$ cat src/rtl/tick_base.sv
module tick_base #(
  parameter int CNT_W = 16,
  parameter int PS_W  = 3
) (
  input  logic             clk,
  input  logic             rst_n,
  input  logic             cfg_we,
  input  logic             cfg_run,
  input  logic [PS_W-1:0]  cfg_psel,
  input  logic             cfg_match_rst,
  input  logic             cfg_ovf_ie,
  input  logic             cfg_fast_clr,
  input  logic [CNT_W-1:0] cmp_val,
  input  logic             cnt_rd,
  input  logic             flag_w1c,
  output logic [CNT_W-1:0] cnt_q,
  output logic             ovf_flag,
  output logic             ovf_irq
);
  localparam int DIV_W = (1 << PS_W) - 1;
  localparam logic [CNT_W-1:0] CNT_MAX = '1;

  logic            run_q, match_q, ie_q, fast_q;
  logic [PS_W-1:0] psel_q;
  logic [DIV_W-1:0] pdiv_q, lim;
  logic tick, hit_rst, ovf_set, ovf_clr, div_restart;

  assign lim         = ~({DIV_W{1'b1}} << psel_q);
  assign tick        = run_q && (pdiv_q == lim);
  assign hit_rst     = match_q && (cnt_q == cmp_val);
  assign ovf_set     = tick && !hit_rst && (cnt_q == CNT_MAX);
  assign ovf_clr     = flag_w1c || (fast_q && cnt_rd);
  assign div_restart = cfg_we && (!cfg_run || (cfg_psel != psel_q));
  assign ovf_irq     = ovf_flag && ie_q;

  always_ff @(posedge clk or negedge rst_n) begin
    if (!rst_n) begin
      run_q   <= 1'b0;
      psel_q  <= '0;
      match_q <= 1'b0;
      ie_q    <= 1'b0;
      fast_q  <= 1'b0;
    end else if (cfg_we) begin
      run_q   <= cfg_run;
      psel_q  <= cfg_psel;
      match_q <= cfg_match_rst;
      ie_q    <= cfg_ovf_ie;
      fast_q  <= cfg_fast_clr;
    end
  end

  always_ff @(posedge clk or negedge rst_n) begin
    if (!rst_n)           pdiv_q <= '0;
    else if (div_restart) pdiv_q <= '0;
    else if (tick)        pdiv_q <= '0;
    else if (run_q)       pdiv_q <= pdiv_q + 1'b1;
  end

  always_ff @(posedge clk or negedge rst_n) begin
    if (!rst_n)       cnt_q <= '0;
    else if (tick)    cnt_q <= hit_rst ? '0 : cnt_q + 1'b1;
  end

  always_ff @(posedge clk or negedge rst_n) begin
    if (!rst_n)       ovf_flag <= 1'b0;
    else if (ovf_set) ovf_flag <= 1'b1;
    else if (ovf_clr) ovf_flag <= 1'b0;
  end

  p_step_r2: assert property (@(posedge clk) disable iff (!rst_n)
    (cnt_q != $past(cnt_q)) |-> (cnt_q == $past(cnt_q) + 1'b1) || (cnt_q == '0));

  p_freeze_r3: assert property (@(posedge clk) disable iff (!rst_n)
    !run_q |=> $stable(cnt_q));

  p_flag_wrap_r4: assert property (@(posedge clk) disable iff (!rst_n)
    $rose(ovf_flag) |-> ($past(cnt_q) == CNT_MAX) && (cnt_q == '0));

  p_flag_clear_r6: assert property (@(posedge clk) disable iff (!rst_n)
    (flag_w1c && cnt_q != CNT_MAX) |=> !ovf_flag);

  p_match_zero_r8: assert property (@(posedge clk) disable iff (!rst_n)
    (tick && match_q && cnt_q == cmp_val) |=> (cnt_q == '0));

  p_no_flag_max_r10: assert property (@(posedge clk) disable iff (!rst_n)
    $rose(ovf_flag) |-> !($past(match_q) && $past(cmp_val) == CNT_MAX));

  p_irq_gated_r5: assert property (@(posedge clk) disable iff (!rst_n)
    !ovf_flag |-> !ovf_irq);
endmodule

$ cat config.mk
export PLATFORM = sky130hd
export DESIGN_NAME = tick_base
export DESIGN_NICKNAME = d
export VERILOG_FILES = /design/src/rtl/tick_base.sv
export SDC_FILE = /design/constraint.sdc
export NUM_CORES = 1
export LEC_CHECK = 0
export BUFFER_PORTS_ARGS = -buffer_cell sky130_fd_sc_hd__buf_2
export CAP_MARGIN = 20
export CORE_ASPECT_RATIO = 1.1
export CORE_MARGIN = 10
export CORE_UTILIZATION = 40
export CTS_CLUSTER_SIZE = 24
export DETAILED_ROUTE_END_ITERATION = 12
export SLEW_MARGIN = 20
export SYNTH_ARGS = -nofsm -noshare
export SYNTH_HDL_FRONTEND = slang
export SYNTH_SLANG_ARGS = --single-unit
$ cat constraint.sdc
create_clock -name clk -period 2.7 [get_ports clk]
set_clock_uncertainty 0.15 [all_clocks]
set_input_delay 0.27 -clock clk [delete_from_list [all_inputs] [get_ports clk]]
set_output_delay 0.27 -clock clk [all_outputs]
set_load 0.05 [all_outputs]
After elaboration in Yosys (flattened, before gate mapping)
Index checks and enable logic that the tools add are counted.
Storage, ports and cells
  register bits: 31
  input bits: 28
  logic and storage cells: 35
Cells by class
  $add $sub $neg: 2
  equality and inequality tests: 4
  shift operators: 1
  mux-type cells: 6
  bitwise operators: 1
  reduce and logical (&&, ||, !) cells: 13
Operators by type and width (number)
  $mux W7: 3
  $add A16 B1 Y16 const B: 1
  $eq A16 B16 Y1: 1
  $eq A16 B16 Y1 const B: 1
  $mux W16: 1
  $add A7 B1 Y7 const B: 1
  $eq A7 B7 Y1: 1
  $logic_and A1 B1 Y1: 7
  $not A7 Y7: 1
  $shl A7 B3 Y7 const A: 1
  $ne A3 B3 Y1: 1
  $reduce_bool A3 Y1: 1
  $logic_not A1 Y1: 2
  $logic_or A1 B1 Y1: 2
  $mux W1: 2
  $reduce_bool A2 Y1: 1

Longest topological paths before layout
  depth in word-level cells: 7
  gate-level depth with buffers: 9
  gate-level depth less buffers: 7

Worst setup path after synthesis
Ideal clock, no wire load.
  kind: register -> register
  start point: reg cnt_q[3]
  end point: reg cnt_q[3]
  library setup time: 121 ps
  arrival time: 1991 ps
  data required time: 2429 ps
  setup slack: 438 ps
  stages on the path, launching flop included: 9
  clock period less this slack: 2262 ps
  cell sequence: dfrtp_1 xor2_1 nor4_1 nand3_1 nor4_4 nor2b_2 buf_6 buf_8 a22o_1
Between the ends
  longest elaborated chain between the ends: 3
  elaborated cells between the ends (all ways): 4
  those cells by class: add/sub (1); eq/ne (1); mux (1); reduce/logical (1)
Ends and longest elaborated chain
  from (decl): line 16  | output logic [CNT_W-1:0] cnt_q,
  from (signal assigned): line 61  | else if (tick) cnt_q <= hit_rst ? '0 : cnt_q + 1'b1;
  branches (longest 2 deep; another with $add A16 B1 Y16)
  $mux W16 *: line 61
Mark *: on every way between the ends.
A chain may end at the register's enable or synchronous reset.

Worst setup path in the final report
  start point: reg cnt_q[3]
  end point: reg cnt_q[12]
The elaborated chain is that of the path after synthesis.

==> insert_results.sql <==
INSERT INTO impl_metrics (metric_group, metric, value, unit) VALUES
('status', 'status', 'completed', ''),
('pwr', 'power_density', '545', 'mW/mm2'),
('clock_network', 'clock_sink_count', '31', ''),
('grt', 'antenna_violations_before_repair', '0', ''),
('logic_synthesis', 'synth-edff-count', '0', ''),
('floorplan', 'floorplan.rows', '26', ''),
('placement', 'globalplace.congestion', '0.783', ''),
('worst_setup_path', 'required_time_of_the_critical_path', '2.72', 'ns'),
('worst_setup_path', 'startpoint_type_of_the_worst_setup_path', 'register', ''),
('clock_network', 'post-cts-setup-buffers', '0', ''),
('worst_setup_path', 'ff2ff_setup_slack', '0.41', 'ns'),
('floorplan', 'fp.dieH', '93.1', 'um'),
('grt', 'grt-ovfl-total', '0', ''),
('hold_path', 'hold_path.class', 'primary input to register', ''),
('finish', 'num-fill-cells', '466', ''),
('clock_network', 'clk-insertion-delay-late', '0.28', 'ns'),
('logic_synthesis', 'synthArstFlopShare', '1.00', ''),
('clock_network', 'cts_tree', 'done', ''),
('floorplan', 'initial_core_util', '0.415', ''),
('logic_synthesis', 'syn-cell-area', '0.00195', 'mm2'),
('flow_run', 'cap_violations', '0', ''),
('clock_network', 'hold_buf_cts', '1', ''),
('routing', 'via_per_inst', '5.23', ''),
('routing', 'totalWireLength', '4590', 'um'),
('timing', 'timing.max_slew.rel_slack', '0.519', ''),
('timing', 'setup_tns', '0', 'ns'),
('placement', 'port_buffers', '45', ''),
('hold_path', 'hold_end', 'psel_q[1]', ''),
('clock_network', 'post_cts_resize_count', '0', ''),
('finish', 'post-route-util', '0.492', ''),
('grt', 'grt_start_max_net_pins', '32', ''),
('timing', 'rsz0062_at_grt', 'no', ''),
('grt', 'number_of_global_route_vias_before_repair', '1655', ''),
('routing', 'ant_nets', '0', ''),
('routing', 'first_iter_violations', '101', ''),
('logic_synthesis', 'mappedNetlistNets', '230', ''),
('grt', 'grt_met2_usage', '0.187', ''),
('worst_setup_path', 'worstPathCellList', 'xor2_1, nor4_1, nand3_1, nor4_4, buf_4, o21ai_0, a22o_1', ''),
('hold_path', 'hold_start', 'cfg_psel[1]', ''),
('worst_setup_path', 'crit-reg2reg-capture', 'cnt_q[12]', ''),
('logic_synthesis', 'synth.ff_latch_count', '31', ''),
('grt', 'globalRouteMet1Util', '0.149', ''),
('worst_setup_path', 'endpoint_kind', 'register', ''),
('grt', 'grt.total_usage', '0.119', ''),
('routing', 'dr.pass1.iters', '4', ''),
('timing', 'achievable-frequency', '437', 'MHz'),
('floorplan', 'ioPinCount', '46', ''),
('floorplan', 'die_area', '0.00806', 'mm2'),
('timing', 'max_slew.worst_pin.slew', '0.721', 'ns'),
('grt', 'global_route_wire_length_before_repair', '7940', 'um'),
('grt', 'gr-max-usage-layer', 'met2', ''),
('finish', 'insertedDiodeCount', '0', ''),
('routing', 'detailroute.via_count', '1580', ''),
('logic_synthesis', 'post_synth.cell_area_avg', '9.73', 'um2'),
('logic_synthesis', 'yosys_warnings', '0', ''),
('worst_setup_path', 'critPathMaxFanout', '14', ''),
('finish', 'drive_gt1_frac', '0.272', ''),
('clock_network', 'root_buffer', 'clkbuf_8', ''),
('timing', 'final_period_minus_worst_setup_slack', '2.29', 'ns'),
('clock_network', 'cts_made_buffers', '5', ''),
('placement', 'numPlacedInstances', '293', ''),
('finish', 'nNetsFinal', '275', ''),
('placement', 'dp_hpwl', '3460', 'um'),
('timing', 'layout_worst_path_cycle_share', '0.848', ''),
('clock_network', 'clock_path_buffers', '2', ''),
('routing', 'routedWlPerCell', '15.2', 'um'),
('worst_setup_path', 'crit_path_buffers_inverters', '1', ''),
('pwr', 'power.leakage', '0.00111', 'uW'),
('hold_path', 'hold_path_depth', '3', ''),
('clock_network', 'clkSlewWorstSetupHoldPaths', '0.07', 'ns'),
('logic_synthesis', 'ys.flop_type', 'dfrtp_1', '');
-- cell usage in the layout (no fill, tap or decap), types with 2 or more instances in the layout --
cell,netlist,final
buf_2,2,45
dfrtp_1,31,31
xnor2_1,19,19
o21ai_0,15,15
nor2_1,13,13
a22o_1,13,13
inv_1,9,9
nand2_1,9,9
and3_1,8,8
xor2_1,7,7
nor2b_1,7,7
mux2_2,7,7
clkbuf_8,0,6
nand3_1,5,5
and2_1,4,4
nand4_1,4,4
nor3_1,4,4
nand2b_1,3,3
and2b_1,3,3
a21oi_1,3,3
buf_4,4,3
o2111ai_1,2,2
a221oi_1,2,2
o21ai_1,2,2
o22ai_1,2,2
a21o_1,2,2
ha_1,2,2
-- cells in the mapped netlist, drive strengths merged, types with 4 or more instances --
cell,number,share of area
a22o,13,0.059
and2,4,0.013
and3,9,0.030
buf,9,0.040
dfrtp,31,0.40
inv,9,0.017
mux2,7,0.041
nand2,9,0.017
nand3,5,0.013
nand4,5,0.024
nor2,13,0.025
nor2b,8,0.027
nor3,4,0.010
o21ai,17,0.044
xnor2,19,0.086
xor2,7,0.032
-- cell type report --
| class | count | area, um2 | area share |
|---|---|---|---|
| Inverter | 9 | 33.8 | 0.0147 |
| Tap cell | 56 | 70.1 | 0.0304 |
| Clock buffer | 6 | 82.6 | 0.0358 |
| Sequential cell | 31 | 776 | 0.336 |
| Multi-Input combinational cell | 149 | 1050 | 0.456 |
| Timing Repair Buffer | 49 | 258 | 0.112 |
| Clock inverter | 2 | 35.0 | 0.0152 |
-- sequential cells by signal (all words and copies together), names as in the netlist --
register	count
match_q	1
psel_q	3
cnt_q	16
ovf_flag	1
run_q	1
fast_q	1
ie_q	1
pdiv_q	7
-- how the worst max path moves through the flow --
| stage | slack, ns | depth (start not counted) | end | from |
|---|---|---|---|---|
| 4_1_cts | 0.35 | 7 | cnt_q[12] | cnt_q[3] |
| 2_1_floorplan | 0.44 | 8 | cnt_q[3] | cnt_q[3] |
| 6_report | 0.41 | 7 | cnt_q[12] | cnt_q[3] |
| 5_1_grt | 0.19 | 7 | cnt_q[10] | cnt_q[3] |
| 3_5_place_dp | 0.36 | 7 | cnt_q[12] | cnt_q[3] |
| 3_3_place_gp | 0.33 | 7 | cnt_q[14] | cnt_q[3] |
-- metrics by stage --
stage | hold WS (ns) | area [um2] | total power [uW] | setup WS [ns]
floorplan | -0.176 | 1950 | 719 | 0.438
global placement | 0.222 | 2180 | 788 | 0.335
detailed placement | 0.224 | 2180 | 787 | 0.358
CTS | 0.0565 | 2310 | 1270 | 0.347
global route | 0.0580 | 2310 | 1330 | 0.185
finish | 0.0632 | 2310 | 1260 | 0.410
-- per-layer routing --
layer | wire, um | vias to the layer above
met5 | 0 | -
met4 | 55 | 0
met1 | 2090 | 737
met2 | 2160 | 40
li1 | - | 796
met3 | 277 | 7
-- tightest hold or removal path: stages --
cell,delay (ns)
buf_2,0.09
nand2_1,0.04
o21ai_0,0.06
-- cell families (layout without fill, tap and decap cells) --
kind of cell,count (synthesis),after routing,synth area share
AND/OR/NAND/NOR,69,69,0.209
AO/OA/AOI/OAI,44,44,0.156
flip-flops,31,31,0.399
XOR/XNOR,26,26,0.117
buffers and inverters,20,66,0.0611
multiplexers,8,8,0.0457
adder cells (fa/ha/maj),2,2,0.0129
-- power breakdown --
part	internal [uW]	total, uW	switching (uW)
Sequential	494	541	47.1
Clock	299	480	182
Combinational	100	236	136
Total	893	1260	364
No activity file was read; power rests on OpenSTA's default activity.
